### config.mk
export PLATFORM = sky130hd
export DESIGN_NAME = lpm_sleep_tracker
export DESIGN_NICKNAME = d
export VERILOG_FILES = /design/src/rtl/lpm_trk_pkg.sv /design/src/rtl/lpm_retry_timer.sv /design/src/rtl/lpm_wake_permit.sv /design/src/rtl/lpm_sleep_tracker.sv
export SDC_FILE = /design/constraint.sdc
export NUM_CORES = 1
export LEC_CHECK = 0
export BUFFER_PORTS_ARGS = -buffer_cell sky130_fd_sc_hd__buf_2
export CAP_MARGIN = 20
export CORE_AREA = 3 3 40 42
export DETAILED_ROUTE_END_ITERATION = 16
export DIE_AREA = 0 0 43 45
export GPL_TIMING_DRIVEN = 0
export PLACE_DENSITY = 0.71
export SLEW_MARGIN = 20
export SYNTH_ARGS = -nofsm -noshare
export SYNTH_HDL_FRONTEND = slang
export SYNTH_SLANG_ARGS = --single-unit
### constraint.sdc
create_clock -name clk -period 1.2 [get_ports clk]
set_input_delay 0.24 -clock clk [delete_from_list [all_inputs] [get_ports clk]]
set_output_delay 0.24 -clock clk [all_outputs]
set_load 0.03 [all_outputs]
### src/rtl/lpm_trk_pkg.sv
package lpm_trk_pkg;
    typedef enum logic [1:0] {
        ST_AWAKE  = 2'd0,
        ST_WINDOW = 2'd1,
        ST_ASLEEP = 2'd2
    } lpm_state_e;
endpackage

### src/rtl/lpm_retry_timer.sv
// Counts millisecond ticks while the retry window runs.
module lpm_retry_timer #(
    parameter int LIMIT = 10
) (
    input  logic clk,
    input  logic rst_n,
    input  logic clear,
    input  logic run,
    input  logic tick,
    output logic expired
);
    localparam int CW = $clog2(LIMIT + 1);
    localparam logic [CW-1:0] LAST = CW'(LIMIT - 1);

    logic [CW-1:0] cnt_q;

    always_ff @(posedge clk) begin
        if (!rst_n) begin
            cnt_q <= '0;
        end else if (clear) begin
            cnt_q <= '0;
        end else if (run && tick) begin
            cnt_q <= cnt_q + 1'b1;
        end
    end

    assign expired = run && tick && (cnt_q == LAST);
endmodule

### src/rtl/lpm_wake_permit.sv
// Holds the host-granted remote-wake permission.
module lpm_wake_permit (
    input  logic clk,
    input  logic rst_n,
    input  logic load,
    input  logic load_val,
    input  logic clear,
    output logic permit
);
    always_ff @(posedge clk) begin
        if (!rst_n) begin
            permit <= 1'b0;
        end else if (clear) begin
            permit <= 1'b0;
        end else if (load) begin
            permit <= load_val;
        end
    end
endmodule

### src/rtl/lpm_sleep_tracker.sv
module lpm_sleep_tracker
    import lpm_trk_pkg::*;
#(
    parameter int RETRY_MS = 10
) (
    input  logic clk,
    input  logic rst_n,
    input  logic lpm_en,
    input  logic lpm_ack,
    input  logic ack_wake,
    input  logic host_resume,
    input  logic bus_reset,
    input  logic bus_activity,
    input  logic sw_clear,
    input  logic ms_tick,
    output logic suspended,
    output logic wake_permit,
    output logic wakeup_req
);
    lpm_state_e state_q, state_d;
    logic wake_d, wake_q;
    logic timer_clr, timer_run, window_done;
    logic host_wake;
    logic permit_load, permit_clear;

    assign host_wake = bus_reset || host_resume;

    // next-state logic
    always_comb begin
        state_d   = state_q;
        wake_d    = 1'b0;
        timer_clr = 1'b0;
        if (lpm_en) begin
            if (host_wake) begin
                state_d   = ST_AWAKE;
                timer_clr = 1'b1;
            end else begin
                unique case (state_q)
                    ST_AWAKE: begin
                        if (lpm_ack) begin
                            state_d   = ST_WINDOW;
                            timer_clr = 1'b1;
                        end
                    end
                    ST_WINDOW: begin
                        if (bus_activity) begin
                            state_d   = ST_AWAKE;
                            timer_clr = 1'b1;
                        end else if (window_done) begin
                            state_d = ST_ASLEEP;
                        end
                    end
                    ST_ASLEEP: begin
                        if (sw_clear && wake_permit) begin
                            state_d = ST_AWAKE;
                            wake_d  = 1'b1;
                        end
                    end
                    default: state_d = ST_AWAKE;
                endcase
            end
        end
    end

    assign timer_run    = lpm_en && (state_q == ST_WINDOW) && !host_wake && !bus_activity;
    assign permit_load  = lpm_en && (state_q == ST_AWAKE) && lpm_ack && !host_wake;
    assign permit_clear = lpm_en && (host_wake || wake_d);

    lpm_retry_timer #(.LIMIT(RETRY_MS)) timer_i (
        .clk     (clk),
        .rst_n   (rst_n),
        .clear   (timer_clr),
        .run     (timer_run),
        .tick    (ms_tick),
        .expired (window_done)
    );

    lpm_wake_permit permit_i (
        .clk      (clk),
        .rst_n    (rst_n),
        .load     (permit_load),
        .load_val (ack_wake),
        .clear    (permit_clear),
        .permit   (wake_permit)
    );

    // state register
    always_ff @(posedge clk) begin
        if (!rst_n) begin
            state_q <= ST_AWAKE;
            wake_q  <= 1'b0;
        end else begin
            state_q <= state_d;
            wake_q  <= wake_d;
        end
    end

    // outputs
    always_comb begin
        suspended  = (state_q == ST_ASLEEP);
        wakeup_req = wake_q;
    end
endmodule

==> out/qor.yml, run 1 <==
global_routing:
  grt_pass1_wl_um: 1750
  grt_max_degree: 9
  antenna_found_initial: 0
  grt_overflow_total: 0
  grt_util_all_layers_pct: 12.7
  grt_pass1_vias: 418
setup_path:
  cpMaxStageDelayCell: "or3_4"
  worstPathRequired_ns: 1.39
  critPathCaptureType: "register"
  path_delay_family: "simple AND/OR/NAND/NOR gates"
  path_class: "reg2reg"
  path_buf_inv: 1
  worstRegToRegCells: 4
  cp-start-kind: "register"
  crit_path_max_incr_delay_ns: 0.33
  arrival_ns: 1.46
  path_cells: "buf_6 > or3_4 > or3_1 > mux2i_1"
  crit_fanout: 7
  cp.depth: 4
  r2r_slack_ns: -0.08
cts:
  numCtsBuffers: 3
  path_clk_slew_ns: 0.06
  clockBufferDepth: 2
  htreeDepth: 1
  clkLatencyLatePin_ns: 0.26
  cts.sinks: 8
  cts-root-buf: "clkbuf_4"
  cts_tree: "built"
drt:
  routedWlPerCell_um: 12.3
  first_pass_iters: 2
  drt-initial-drc-count: 1
  drt-total-wl_um: 1070
  vias: 445
  drc: 0
  viasPerCell: 5.11
  antenna_left: 0
sta:
  final-max-slew-violation-count: 0
  tightestPinTransition_ns: 0.326
  fin_skew_ns: 0.00663
  setup_ws_ns: -0.0786
  setup_viol: 2
  finalHoldViolCount: 0
  post-route-period-util_pct: 107
  tns_ns: -0.157
  min_period_ns: 1.28
  relSlewSlack_pct: 78.1
  fmax_mhz: 782
  rsz0062_at_grt: "true"
synthesis:
  synth_fa_ha_area_share_pct: 5.32
  ys_seq_area_share_pct: 34.0
  synth_top_area_cell: "dfxtp_1"
  synth_area_sq_um: 470
  synth_compound_area_share_pct: 8.24
  synth_fp_nets: 65
  ys_seq_elements: 8
  yosysTopAreaCellShare_pct: 34.0
  muxShareOfSynthArea_pct: 8.51
  synthCells: 53
  syn_area_per_cell_sq_um: 8.88
  ys_warn_count: 0
  synthSimpleGateAreaFrac_pct: 33.5
  synth_cell_types: 25
  synth-xor-area-share_pct: 5.59
  synth_top_family_by_area: "simple AND/OR/NAND/NOR gates"
  synthTopCellsByArea: "dfxtp_1 (34%), mux2i_1 (8.5%), xor2_1 (5.6%)"
floorplan:
  start_util_pct: 36.6
  fp.dieH_um: 45
  die_w_um: 43
  dieArea_sq_um: 1940
  rows: 13
  core_area_sq_um: 1280
  io_pins: 13
power_and_ir_drop:
  irDropWorstVdd_mv: 0.384
  leakage_nw: 0.275
  p_total_w: 0.000570
  power_density_nw_per_um2: 908
layout:
  antenna_cells: 0
  fin_nets: 86
  drive_gt1_share_pct: 38.9
  nFillCells: 127
  stdcell_count: 87
  syn_to_final_growth_pct: 33.5
placed_design:
  port_buffers: 12
  dp_cells: 80
  pre_cts_ws_ns: -0.166
  gp_congestion: 0.718
outcome:
  outcome: "finished, violations left"
  violations: "negative setup slack"
job:
  max_cap_violations: 0
min_path:
  hold_depth: 3
  hold_class: "in2reg"
==> path summary, 6_finish.rpt <==
kind | startpoint | endpoint
hold reg to reg | timer_i.cnt_q[3] | timer_i.cnt_q[3]
setup / recovery | state_q[0] | state_q[0]
setup reg to reg | state_q[0] | state_q[0]
hold / removal | rst_n | permit_i.permit
==> what timing repair did <==
action,in CTS,in global routing
pin swaps,2,2
cloned,0,0
buffers inserted,1,3
setup endpoints to repair,7,7
gates resized for setup,5,3
hold buffers,0,0
==> report_power, final <==
part	switching, W	internal, W	total (W)
Combinational	0.0000459	0.0000406	0.0000864
Sequential	0.00000129	0.000266	0.000268
Clock	0.000101	0.000115	0.000216
Total	0.000148	0.000422	0.000570
==> cells by family after synthesis <==
group	after synthesis
buffers and inverters	4
multiplexers	4
XOR/XNOR	3
flip-flops	8
AND/OR/NAND/NOR	26
AO/OA/AOI/OAI	6
adder cells (fa/ha/maj)	2
==> registers in the layout, summed over array words and instances (netlist names) <==
signal	count
timer_i.cnt_q	4
state_q	2
wakeup_req	1
permit_i.permit	1
==> synthesized netlist by cell type (all sizes together) <==
master and n:
a211oi 1, a21oi 1, and2 1, and2b 1
and3 1, buf 1, dfxtp 8, ha 2
inv 3, mux2i 4, nand2 3, nand3 3
nand3b 1, nand4 4, nor2 6, nor2b 1
nor3 2, nor4 1, o21ai 2, o311ai 1
o31ai 1, or3 2, xor2 3
==> worst reg2reg max path, delay by kind of cell (launching register included) <==
kind / cells / cell delay [ns]
AND/OR/NAND/NOR: 2 / 0.63
flip-flops: 1 / 0.31
multiplexers: 1 / 0.13
buffers and inverters: 1 / 0.12
==> layout by cell type (no fill, tap or decap), drive strengths merged, types with 3 or more instances in the layout <==
master and count:
buf 17, dfxtp 8, nor2 6, nand4 4, mux2i 4, inv 3, nand2 3, xor2 3
clkbuf 3, nand3 3
==> routing by layer <==
metal  wire [um]  track usage (%)  vias to the layer above
li1            -                -                      230
met3          89             6.77                        4
met4          21             6.63                        0
met5           0                0                        -
met2         522             21.0                       16
met1         441             13.1                      195
==> cell type report <==
class,instances,area [sq um],area share [%]
plain buffers,1,11.3,1.79
clock buffers,3,22.5,3.59
inverters,3,11.3,1.79
multi-input cells,41,303,48.2
flip-flops and latches,8,165,26.3
well taps,15,18.8,2.99
repair buffers,16,96.3,15.3
==> through the flow <==
stage | util (%) | hold WS, ns | instance area, sq um
finish | 48.9 | 0.238 | 628
global route | 48.9 | 0.242 | 628
CTS | 46.3 | 0.232 | 596
detailed placement | 42.7 | 0.509 | 549
global placement | 42.7 | 0.506 | 549
floorplan | - | 0.364 | 470
(Power assumes the default switching activity.)
==> run 2, diff against run 1 <==
==> constraint.sdc (replaced) <==
create_clock -name clk -period 1.2 [get_ports clk]
set_input_delay 0.12 -clock clk [delete_from_list [all_inputs] [get_ports clk]]
set_output_delay 0.12 -clock clk [all_outputs]
set_load 0.03 [all_outputs]
==> out/qor.yml, run 2 (synthesis gave the netlist of run 1 again) <==
sta:
  whs_ns: 0.121  # -0.117 ns
  relSlewSlack_pct: 78.1  # about the same
  fin_skew_ns: 0.00440  # -0.00223 ns
  final-max-slew-violation-count: 0  # unchanged
  setup_viol: 1  # -1
  finalHoldViolCount: 0  # unchanged
  fmax_mhz: 818  # +4.6%
  tightestPinTransition_ns: 0.326  # +0.00000536 ns
  post-route-period-util_pct: 102  # -4.7 points
  rsz0062_at_grt: "true"
  min_period_ns: 1.22  # -0.0560 ns
  setup_ws_ns: -0.0225  # +0.0560 ns
cts:
  clockBufferDepth: 2  # unchanged
  clkLatencyLatePin_ns: 0.26  # about the same
  path_clk_slew_ns: 0.06  # about the same
  cts_hold_buf: 0  # unchanged
  cts.sinks: 8  # unchanged
  htreeDepth: 1  # unchanged
  cts_tree: "built"
  numCtsBuffers: 3  # unchanged
  cts-root-buf: "clkbuf_4"
layout:
  drive_gt1_share_pct: 39.1  # +0.24 points
  regMostFlops: "timer_i.cnt_q"
  register_area_sq_um: 169  # +2.3%
  nFillCells: 129  # +1.6%
  fin_area_sq_um: 606  # -3.6%
  antenna_cells: 0  # unchanged
  stdcell_count: 84  # -3.4%
  mostFrequentLayoutCell: "buf_2"
  reg.largest.list: "timer_i.cnt_q (4), state_q (2)"
  fin_nets: 83  # -3.5%
  multiInputGateArea_sq_um: 307  # +1.2%
  largest_reg_flops: 4  # unchanged
  syn_to_final_growth_pct: 28.7
  layout_common_cells: "buf_2 (11), nor2_1 (5), dfxtp_1 (5)"
power_and_ir_drop:
  power_density_nw_per_um2: 929  # +2.3%
  leakage_nw: 0.260  # -5.5%
  irDropWorstVdd_mv: 0.381  # -0.77%
  p_total_w: 0.000562  # -1.3%
drt:
  drc: 0  # unchanged
  drt-total-wl_um: 1040  # -3.2%
  first_pass_iters: 2  # unchanged
  vias: 440  # -1.1%
  drt-initial-drc-count: 1  # unchanged
  viasPerCell: 5.24  # +2.4%
  routedWlPerCell_um: 12.4  # +0.29%
  antenna_left: 0  # unchanged
floorplan:
  core_area_sq_um: 1280  # unchanged
  dieArea_sq_um: 1940  # unchanged
  start_util_pct: 36.6  # unchanged
  rows: 13  # unchanged
  die_w_um: 43  # unchanged
  io_pins: 13  # unchanged
  fp.dieH_um: 45  # unchanged
outcome:
  violations: "negative setup slack"
  outcome: "finished, violations left"
setup_path:
  crit_fanout: 7  # unchanged
  r2r_slack_ns: -0.02  # +0.06 ns
  cp-start-kind: "register"
  arrival_ns: 1.40  # -0.06 ns
  critPathCaptureType: "register"
  path_class: "reg2reg"
  worstPathRequired_ns: 1.38  # about the same
placed_design:
  gp_congestion: 0.718  # unchanged
  place_area_sq_um: 549  # unchanged
  pre_cts_ws_ns: -0.166  # unchanged
  dp_cells: 80  # unchanged
  port_buffers: 12  # unchanged
global_routing:
  grt_max_degree: 9  # unchanged
  grt_overflow_total: 0  # unchanged
  grt_pass1_vias: 421  # +0.72%
  grt_pass1_wl_um: 1720  # -1.5%
  grt_util_all_layers_pct: 12.4  # -0.24 points
  antenna_found_initial: 0  # unchanged
job:
  max_cap_violations: 0  # unchanged
min_path:
  hold_class: "in2reg"
## run 2: cell types whose count changed in the layout (fill, tap and decap cells not counted), sizes merged
cell and delta:
buf -3
## run 2: through the flow
stage	utilization (%)	TNS, ns
global route	47.1	-0.184
global placement	42.7	-0.613
finish	47.1	-0.0225
CTS	46.1	-0.0647
detailed placement	42.7	-0.643
floorplan	-	-0.0788
## run 2: final cells by class
cell class / instances / share of cell area [%]
multi-input combinational: 41 / 50.6
sequential: 8 / 27.9
timing repair buffer: 14 / 12.8
clock buffer: 3 / 3.72
tap: 15 / 3.10
inverter: 3 / 1.86
## run 2: power by group
| part | switching [W] | total (W) | internal, W |
|---|---|---|---|
| Combinational | 0.0000428 | 0.0000798 | 0.0000370 |
| Clock | 0.0000983 | 0.000213 | 0.000115 |
| Sequential | 0.00000424 | 0.000269 | 0.000265 |
| Total | 0.000145 | 0.000562 | 0.000417 |
## run 2: timing repair
action / in CTS / in global routing
pin swaps: 2 / 2
buffers inserted: 1 / 1
endpoints found under the setup margin: 7 / 7
resized for setup: 4 / 6
## run 2: final timing paths
path | from | depth (start not counted) | endpoint
hold reg to reg | timer_i.cnt_q[3] | 2 | timer_i.cnt_q[3]
setup reg to reg | state_q[0] | 3 | state_q[0]
hold / removal | rst_n | 3 | permit_i.permit
setup / recovery | state_q[0] | 3 | state_q[0]
## run 2: per-layer routing
layer | wire length (um) | track usage (%)
met1 | 419 | 12.9
met5 | 0 | 0
met3 | 91 | 6.37
met4 | 29 | 7.23
met2 | 500 | 20.4
## run 2: worst max-delay path, cell delays in order (launching register included)
cell     delay [ns]
dfxtp_4        0.37
or3_4          0.34
or3_1          0.30
mux2i_1        0.14
==> run 3, diff against run 2 <==
--- a/config.mk
+++ b/config.mk
@@ -15,4 +15,5 @@
 export SLEW_MARGIN = 20
 export SYNTH_ARGS = -nofsm -noshare
 export SYNTH_HDL_FRONTEND = slang
+export SYNTH_HIERARCHICAL = 1
 export SYNTH_SLANG_ARGS = --single-unit
==> out/qor.yml, run 3 <==
outcome:
  outcome: "finished, violations left"
  violations: "negative setup slack"
drt:
  first_pass_iters: 4  # +2
  routedWlPerCell_um: 12.4  # +0.28%
  drt-initial-drc-count: 6  # +5
  drt-total-wl_um: 1110  # +6.3%
  antenna_left: 0  # unchanged
  viasPerCell: 5.27  # +0.60%
  vias: 469  # +6.6%
  drc: 0  # unchanged
synthesis:
  yosysTopAreaCellShare_pct: 34.0  # -0.090 points
  ys_seq_elements: 8  # unchanged
  synth.most_common_cell: "dfxtp_1"
  synthFlopType: "dfxtp_1"
  ys_warn_count: 6  # +6
  synth_area_sq_um: 472  # +0.27%
  syn_area_per_cell_sq_um: 8.90  # +0.27%
  yosys-top-cells-count: "dfxtp_1 (8), nor2_1 (7), inv_1 (3), nand3_1 (3)"
  synth_top_area_cell: "dfxtp_1"
  synthCells: 53  # unchanged
  synth_fp_nets: 65  # unchanged
  async_flop_share_pct: 0  # unchanged
  ys_seq_area_share_pct: 34.0  # -0.090 points
  synth_cell_types: 29  # +16%
  synthTopCellsByArea: "dfxtp_1 (34%), nor2_1 (5.6%), ha_1 (5.3%)"
  synth-edff-count: 0  # unchanged
layout:
  antenna_cells: 0  # unchanged
  drive_gt1_share_pct: 45.9  # +6.8 points
  layout_common_cells: "buf_2 (12), nor2_1 (6), dfxtp_1 (6), buf_4 (6)"
  nFillCells: 122  # -5.4%
  syn_to_final_growth_pct: 45.1
  reg.largest.list: "timer_i/cnt_q (4), state_q (2)"
  fin_area_sq_um: 684  # +13%
  mostFrequentLayoutCell: "buf_2"
  largest_reg_flops: 4  # unchanged
  regMostFlops: "timer_i/cnt_q"
  fin_nets: 88  # +6.0%
global_routing:
  antenna_found_initial: 0  # unchanged
  grt_max_degree: 7  # -2
  grt_util_all_layers_pct: 12.3  # -0.094 points
  grt_pass1_vias: 413  # -1.9%
  grt_overflow_total: 0  # unchanged
  grt_pass1_wl_um: 1700  # -0.81%
floorplan:
  rows: 13  # unchanged
  fp.dieH_um: 45  # unchanged
  core_area_sq_um: 1280  # unchanged
  start_util_pct: 36.7  # +0.097 points
  die_w_um: 43  # unchanged
  dieArea_sq_um: 1940  # unchanged
  io_pins: 13  # unchanged
placed_design:
  dpl.hpwl_um: 762
  gp_congestion: 0.747  # +4.1%
  port_buffers: 12  # unchanged
  place_area_sq_um: 568  # +3.4%
min_path:
  min-delay-start: "rst_n"
  hold_class: "in2reg"
setup_path:
  timing.rr.start: "state_q[0]"
  crit_path_max_incr_delay_ns: 0.38  # about the same
  worstPathRequired_ns: 1.34  # -0.04 ns
  path_cells: "or3b_4 > or3_4 > nor2_4 > nand2_4 > nor3_4 > nor4_2 > o31a_1"
  startpoint: "state_q[0]"
  path_delay_family: "simple AND/OR/NAND/NOR gates"
  path_class: "reg2reg"
  critPathCaptureType: "register"
  path_buf_inv: 0  # unchanged
  cp-start-kind: "register"
  crit_fanout: 4  # -3
  arrival_ns: 2.00  # +0.60 ns
  cpMaxStageDelayCell: "or3b_4"
sta:
  rsz0062_at_grt: "true"
  finalHoldViolCount: 0  # unchanged
  relSlewSlack_pct: 78.2  # about the same
  final-max-slew-violation-count: 0  # unchanged
  fin_skew_ns: 0.00666  # +0.00226 ns
  setup_viol: 7  # +6
  min_period_ns: 1.86  # +0.636 ns
  post-route-period-util_pct: 155  # +53 points
  setup_ws_ns: -0.659  # -0.636 ns
  fmax_mhz: 538  # -34%
  tightestPinTransition_ns: 0.326  # +0.000777 ns
cts:
  htreeDepth: 1  # unchanged
  cts_tree: "built"
  path_clk_slew_ns: 0.06  # about the same
  numCtsBuffers: 3  # unchanged
  clkLatencyLatePin_ns: 0.25  # about the same
  cts.sinks: 8  # unchanged
  clockBufferDepth: 2  # unchanged
  cts-root-buf: "clkbuf_4"
  cts_hold_buf: 0  # unchanged
power_and_ir_drop:
  irDropWorstVdd_mv: 0.471  # +24%
  leakage_nw: 0.269  # +3.4%
  power_density_nw_per_um2: 778  # -16%
  p_total_w: 0.000532  # -5.3%
job:
  max_cap_violations: 0  # unchanged
-- run 3: cell count changes in the layout (fill, tap and decap cells not counted), moves of 2 or more --
cell	previous run	this run
nor3_1	2	0
nand4b_1	0	2
nand4_1	4	0
nand2_1	3	1
o21a_1	0	2
buf_4	3	6
-- run 3: final timing paths --
| path | end | slack (ns) | cells past startpoint |
|---|---|---|---|
| min | state_q[0] | 0.14 | 2 |
| max | state_q[0] | -0.66 | 7 |
| min reg2reg | timer_i/cnt_q[3] | 0.50 | 2 |
| max reg2reg | state_q[0] | -0.66 | 7 |
-- run 3: timing repair --
item	in CTS	in global routing
gates resized for setup	9	3
buffers inserted	6	1
gates cloned	0	0
setup endpoints to repair	7	7
pin swaps	8	5
-- run 3: cells by family after synthesis --
logic type,count (synthesis),synth area share [%]
AOI/OAI and AO/OA,9,14.6
muxes,2,4.24
and+or+nand+nor,26,34.2
xor gates and xnor gates,2,3.71
DFF,8,34.0
adders and majority gates,2,5.30
buffers and inverters,4,3.98
-- run 3: report_power, final --
| part | leakage [nW] | switching, W | internal [W] |
|---|---|---|---|
| clock network | 0.0138 | 0.0000868 | 0.000114 |
| registers | 0.0661 | 0.00000153 | 0.000263 |
| logic | 0.189 | 0.0000368 | 0.0000297 |
| total | 0.269 | 0.000125 | 0.000407 |
-- run 3: worst reg2reg max path, cell delays in order, from the launching register on --
cell	delay, ns
dfxtp_4	0.36
or3b_4	0.38
or3_4	0.35
nor2_4	0.12
nand2_4	0.07
nor3_4	0.15
nor4_2	0.07
o31a_1	0.24
-- run 3: area by class of cell --
class	instances	area [sq um]	share of cell area [%]
flip-flops and latches	8	168	24.5
well taps	15	18.8	2.74
multi-input cells	41	348	50.8
repair buffers	19	116	17.0
clock buffers	3	22.5	3.29
inverters	3	11.3	1.65
-- run 3: stage by stage --
step / setup TNS, ns / instances / hold slack [ns] / setup WS (ns) / utilization, %
after global routing: -4.05 / 89 / 0.132 / -0.705 / 53.3
final: -3.64 / 89 / 0.142 / -0.659 / 53.3
after CTS: -3.71 / 88 / 0.132 / -0.706 / 52.2
after detailed placement: -4.21 / 80 / 0.384 / -0.880 / 44.2
after global placement: -4.05 / 80 / 0.374 / -0.840 / 44.2
after floorplan: -3.40 / 53 / 0.229 / -0.706 / -
-- run 3: routing by layer --
| metal | track usage [%] | up-vias | share of wire (%) |
|---|---|---|---|
| li1 | - | 237 | - |
| met2 | 20.1 | 17 | 48 |
| met1 | 14.5 | 213 | 44 |
| met3 | 4.78 | 2 | 6.2 |
| met4 | 5.42 | 0 | 1.5 |
| met5 | 0 | - | 0 |
